==> config.mk <==
export PLATFORM = sky130hd
export DESIGN_NAME = partial_input_ring
export DESIGN_NICKNAME = d
export VERILOG_FILES = /design/src/rtl/partial_input_ring_pkg.sv /design/src/rtl/partial_input_ring_ctrl.sv /design/src/rtl/partial_input_ring_dp.sv /design/src/rtl/partial_input_ring.sv
export SDC_FILE = /design/constraint.sdc
export NUM_CORES = 1
export LEC_CHECK = 0
export BUFFER_PORTS_ARGS = -buffer_cell sky130_fd_sc_hd__buf_2
export CAP_MARGIN = 20
export CORE_AREA = 2 2 39 41
export CTS_BUF_LIST = sky130_fd_sc_hd__clkbuf_8
export CTS_CLUSTER_SIZE = 20
export DETAILED_ROUTE_END_ITERATION = 8
export DIE_AREA = 0 0 41 43
export PLACE_DENSITY_LB_ADDON = 0.1
export SYNTH_ARGS = -nofsm -noshare
export SYNTH_HDL_FRONTEND = slang
export SYNTH_HIERARCHICAL = 1
export SYNTH_SLANG_ARGS = --single-unit
==> constraint.sdc <==
create_clock -name clk -period 1.9 [get_ports clk]
set_clock_uncertainty 0.1 [all_clocks]
set_input_delay 0.19 -clock clk [delete_from_list [all_inputs] [get_ports clk]]
set_output_delay 0.19 -clock clk [all_outputs]
set_load 0.005 [all_outputs]
==> src/rtl/partial_input_ring_pkg.sv <==
package partial_input_ring_pkg;

  // Strobes from the control decode to the ring datapath.
  typedef struct packed {
    logic shift;
    logic capture;
  } ringStrobe_t;

  // Width of one fold-target field in the fold map parameter.
  localparam int FOLD_FIELD_W = 8;

endpackage

==> src/rtl/partial_input_ring_ctrl.sv <==
module partial_input_ring_ctrl
  import partial_input_ring_pkg::*;
(
  input  logic        clk,
  input  logic        rst_n,
  input  logic        shiftEn,
  input  logic        captureEn,
  output ringStrobe_t strobe
);

  // Shift has priority; capture only happens on a non-shift edge.
  always_comb begin
    strobe.shift   = shiftEn;
    strobe.capture = captureEn & ~shiftEn;
  end

  // at most one operation is issued per edge.
  assert_one_op_R6: assert property (@(posedge clk) disable iff (!rst_n)
    $onehot0({strobe.shift, strobe.capture}));

endmodule

==> src/rtl/partial_input_ring_dp.sv <==
module partial_input_ring_dp
  import partial_input_ring_pkg::*;
#(
  parameter int                           N         = 8,
  parameter logic [N-1:0]                 RING_MASK = 8'b1011_0101,
  parameter logic [FOLD_FIELD_W*N-1:0]    FOLD_MAP  = 64'h0707_0504_0202_0000
)(
  input  logic          clk,
  input  logic          rst_n,
  input  ringStrobe_t   strobe,
  input  logic          testMode,
  input  logic          scanIn,
  input  logic [N-1:0]  udlOut,
  output logic          scanOut,
  output logic [N-1:0]  coreIn
);

  // Number of ringed inputs.
  function automatic int ringCount();
    int cnt = 0;
    for (int i = 0; i < N; i++) if (RING_MASK[i]) cnt++;
    return cnt;
  endfunction

  // Chain position of ringed input idx (count of ringed inputs below it).
  function automatic int rankOf(int idx);
    int cnt = 0;
    for (int i = 0; i < N; i++) if (RING_MASK[i] && i < idx) cnt++;
    return cnt;
  endfunction

  // Input index of the ringed cell at chain position r.
  function automatic int posOfRank(int r);
    int cnt = 0;
    int pos = 0;
    for (int i = 0; i < N; i++) begin
      if (RING_MASK[i]) begin
        if (cnt == r) pos = i;
        cnt++;
      end
    end
    return pos;
  endfunction

  // Set of unringed inputs whose response is folded into input tgt.
  function automatic logic [N-1:0] foldSet(int tgt);
    logic [N-1:0] fs = '0;
    for (int j = 0; j < N; j++) begin
      if (!RING_MASK[j] &&
          int'(FOLD_MAP[FOLD_FIELD_W*j +: FOLD_FIELD_W]) == tgt)
        fs[j] = 1'b1;
    end
    return fs;
  endfunction

  localparam int K = ringCount();

  // Elaboration guards.
  if (K < 1) begin : g_no_cells
    $error("partial_input_ring: RING_MASK selects no ring cell");
  end

  for (genvar j = 0; j < N; j++) begin : g_fold_chk
    localparam int TGT = int'(FOLD_MAP[FOLD_FIELD_W*j +: FOLD_FIELD_W]);
    if (!RING_MASK[j] && (TGT >= N || !RING_MASK[TGT % N])) begin : g_bad
      $error("partial_input_ring: fold target of an unringed input is not ringed");
    end
  end

  logic [K-1:0] ringQ;
  logic [K-1:0] captureVal;
  logic [K-1:0] shiftSrc;

  // Per-cell capture (own bit plus folded XOR) and serial source.
  for (genvar r = 0; r < K; r++) begin : g_cell
    localparam int           POS = posOfRank(r);
    localparam logic [N-1:0] FS  = foldSet(POS);

    assign captureVal[r] = udlOut[POS] ^ (^(udlOut & FS));

    if (r == 0) begin : g_head
      assign shiftSrc[r] = scanIn;
    end else begin : g_link
      assign shiftSrc[r] = ringQ[r-1];
    end
  end

  // Ring flip-flops: scan-select mux folded into the next-state choice.
  always_ff @(posedge clk or negedge rst_n) begin
    if (!rst_n)              ringQ <= '0;
    else if (strobe.shift)   ringQ <= shiftSrc;
    else if (strobe.capture) ringQ <= captureVal;
  end

  assign scanOut = ringQ[K-1];

  // Core-side muxing: test mux only where a cell exists.
  for (genvar i = 0; i < N; i++) begin : g_core
    if (RING_MASK[i]) begin : g_ringed
      localparam int RK = rankOf(i);
      assign coreIn[i] = testMode ? ringQ[RK] : udlOut[i];
    end else begin : g_direct
      assign coreIn[i] = udlOut[i];
    end
  end

  // idle edges keep the ring content.
  assert_hold_R7: assert property (@(posedge clk) disable iff (!rst_n)
    (!strobe.shift && !strobe.capture) |=> $stable(ringQ));

  // serial input lands in the first cell.
  assert_shift_entry_R4: assert property (@(posedge clk) disable iff (!rst_n)
    strobe.shift |=> (ringQ[0] == $past(scanIn)));

  // scanOut takes the previous second-to-last cell on a shift.
  if (K > 1) begin : g_out_chk
    assert_shift_out_R4: assert property (@(posedge clk) disable iff (!rst_n)
      strobe.shift |=> (scanOut == $past(ringQ[K-2])));
  end

  // functional mode is transparent.
  assert_transparent_R2: assert property (@(posedge clk) disable iff (!rst_n)
    !testMode |-> (coreIn == udlOut));

endmodule

==> src/rtl/partial_input_ring.sv <==
module partial_input_ring
  import partial_input_ring_pkg::*;
#(
  parameter int                        N         = 8,
  parameter logic [N-1:0]              RING_MASK = 8'b1011_0101,
  parameter logic [FOLD_FIELD_W*N-1:0] FOLD_MAP  = 64'h0707_0504_0202_0000
)(
  input  logic         clk,
  input  logic         rst_n,
  input  logic         testMode,
  input  logic         shiftEn,
  input  logic         captureEn,
  input  logic         scanIn,
  input  logic [N-1:0] udlOut,
  output logic         scanOut,
  output logic [N-1:0] coreIn
);

  ringStrobe_t strobe;

  partial_input_ring_ctrl u_ctrl (
    .clk       (clk),
    .rst_n     (rst_n),
    .shiftEn   (shiftEn),
    .captureEn (captureEn),
    .strobe    (strobe)
  );

  partial_input_ring_dp #(
    .N         (N),
    .RING_MASK (RING_MASK),
    .FOLD_MAP  (FOLD_MAP)
  ) u_dp (
    .clk      (clk),
    .rst_n    (rst_n),
    .strobe   (strobe),
    .testMode (testMode),
    .scanIn   (scanIn),
    .udlOut   (udlOut),
    .scanOut  (scanOut),
    .coreIn   (coreIn)
  );

endmodule

==> summary.md <==
| Metric | Value |
|---|---|
| Post-synth top area cell | `dfrtp_1` |
| Layout cell share with drive strength beyond 1 | `61.4%` |
| Leak Pwr | `0.263 nW` |
| Final setup fails | `0` |
| F_max | `780 MHz` |
| Critical Path Start | `u_dp/ringQ[0]` |
| Placed cell count | `68` |
| CP required | `1.61 ns` |
| Largest net degree at the start of global routing | `13` |
| Reg area | `125 sq um` |
| First-pass GRT wire length | `1190 um` |
| Area of the multi-input gates | `216 sq um` |
| Max Slew Vio Count | `0` |
| Final Cycle Share | `67.5%` |
| WL/cell | `10.8 um` |
| Cell variety after synth | `13` |
| Total die area | `1760 sq um` |
| Number of H-tree levels | `1` |
| First DRT Iteration DRCs | `2` |
| Initial Utilization | `27.7%` |
| Setup WS pre-CTS | `0.693 ns` |
| Max cap viols | `0` |
| M1 GR Usage | `14.6%` |
| Vias/cell | `4.32` |
| GPL Wtd Cong | `0.616` |
| Post-Syn Instances | `35` |
| Die Width | `41 um` |
| Status | `completed` |
| Largest Register | `u_dp/ringQ` |
| Critical Path AT | `0.99 ns` |
| Met2 GRT Util | `13.1%` |
| WS Path Type | `flop to output port` |
| Worst Min Path Start | `scanIn` |
| Maximum root-to-sink buffer count | `2` |
| Port bufs | `22` |
| Fin Setup TNS | `0 ns` |
| CTS sink count | `5` |
| Worst min path class | `input port to flop` |
| P&R area growth vs syn | `37.6%` |
| Antenna diodes | `0` |
| Fin util | `38.1%` |
| Core Rows | `14` |
| Regs by FF count | `u_dp/ringQ (5)` |
| Worst Hold Slack | `0.0954 ns` |
| Die height | `43 um` |
| Core area | `1380 sq um` |
| Via total after detailed routing | `315` |
| Pwr Density | `795 nW/um^2` |
| Synthesized cell area | `383 sq um` |
| Routed WL | `786 um` |
| Asr flop ratio synth | `100%` |
| CTS tree | `done` |
| Synth warnings | `6` |
| Post_cts resized | `0` |
| Yosys reg bits | `5` |
| GRT Max-Usage Layer | `met1` |
| Peak supply drop | `0.271 mV` |
| Ranking of synthesized cells by area | `dfrtp_1 (33%), mux2_2 (15%), o211ai_2 (9.8%)` |
| Most instantiated cells after synthesis | `dfrtp_1 (5), mux2_2 (5), nand2_1 (5)` |
| Synthesized area per cell | `10.9 sq um` |
| DRT antenna net count | `0` |
| Layout filler cell count | `154` |
| Register area share after synthesis | `32.7%` |
| Final Hold Fails | `0` |
| NumNets Final | `72` |
| Clk Tree Root Cell | `clkbuf_8` |
| CP Capture Type | `output port` |
| Io pins | `23` |
| Post-Layout Inst Area | `527 sq um` |
| TritonCTS buffer count | `3` |
| Post-synth EDFFs | `0` |
| Clock Latency Late Sink | `0.22 ns` |
| GRT Overall Usage | `10.3%` |
| Power Total | `0.419 mW` |
| DRC viols | `0` |
| Met3 usage | `4.71%` |
| Worst setup SP type | `flop` |
| Crit Reg-Reg Startpoint | `u_dp/ringQ[0]` |
| Most common flop cell mapped by yosys | `dfrtp_1` |
| Hold_buf cts | `1` |
| Actual slew at the worst max-slew pin | `0.200 ns` |
| Fin cells | `73` |
| Antenna violations before repair | `0` |
| Mapped Nets | `49` |
| Detailed Place HPWL | `624 um` |
| Postcts setup bufs | `0` |
| Cell Area, Placed | `472 sq um` |
| Vias in the first global route | `284` |
| Crit Path Max Fanout | `3` |
| RSZ-0062 raised after global routing | `false` |
| Min cycle time layout | `1.28 ns` |
| Min setup slack post-route | `0.618 ns` |
| Slew HR | `86.6%` |
| Clock slew at reported path FFs | `0.04 ns` |
| Synth top area share | `32.7%` |
| Total gr overflow | `0` |
| DRT Pass-1 Iters | `4` |
| Largest register FFs | `5` |
layout make-up:
| type | count | area share (%) |
|---|---|---|
| timing repair buffer | 23 | 22.8 |
| tap | 16 | 3.80 |
| multi-input combinational | 25 | 41.1 |
| clock buffer | 3 | 7.84 |
| clock inverter | 1 | 0.713 |
| sequential | 5 | 23.8 |
logic make-up after synthesis:
logic type | share of synthesized area, %
flip-flops | 32.7
AND/OR/NAND/NOR | 17.3
multiplexers | 19.9
AO/OA/AOI/OAI | 12.4
XOR/XNOR | 6.86
buffers and inverters | 10.8
metal layers:
layer  share of wire [%]  vias to the layer above
li1                    -                      162
met1                  48                      140
met2                  42                       13
met3                 9.9                        0
met4                   0                        0
met5                   0                        -
worst paths after layout:
| path | cells after the start | slack [ns] | end |
|---|---|---|---|
| max | 2 | 0.62 | coreIn[0] |
| min | 3 | 0.1 | u_dp/ringQ[0] |
| max reg2reg | 2 | 0.82 | u_dp/ringQ[0] |
| min reg2reg | 2 | 0.41 | u_dp/ringQ[2] |
| max in group asynchronous | 2 | 1.34 | u_dp/ringQ[4] |
| min in group asynchronous | 2 | 0.22 | u_dp/ringQ[2] |
critical path, stage by stage, from the launching register on:
cell and delay (ns):
dfrtp_1 0.39, mux2_2 0.26, buf_2 0.12
report_power, final:
| group | internal (mW) | switching (mW) |
|---|---|---|
| combinational | 0.0563 | 0.0401 |
| sequential | 0.122 | 0.0107 |
| clock | 0.138 | 0.0510 |
layout by cell type (no fill, tap or decap):
cell	instances
buf_2	22
mux2_2	5
nand2_1	5
dfrtp_1	5
clkbuf_8	3
xnor2_1	3
o211ai_2	3
mux2i_1	2
o21ai_0	2
or3b_1	2
inv_1	1
dlygate4sd3_1	1
nor2b_4	1
or2b_1	1
or3b_2	1
Note: power is estimated with default switching activity, not from simulation.
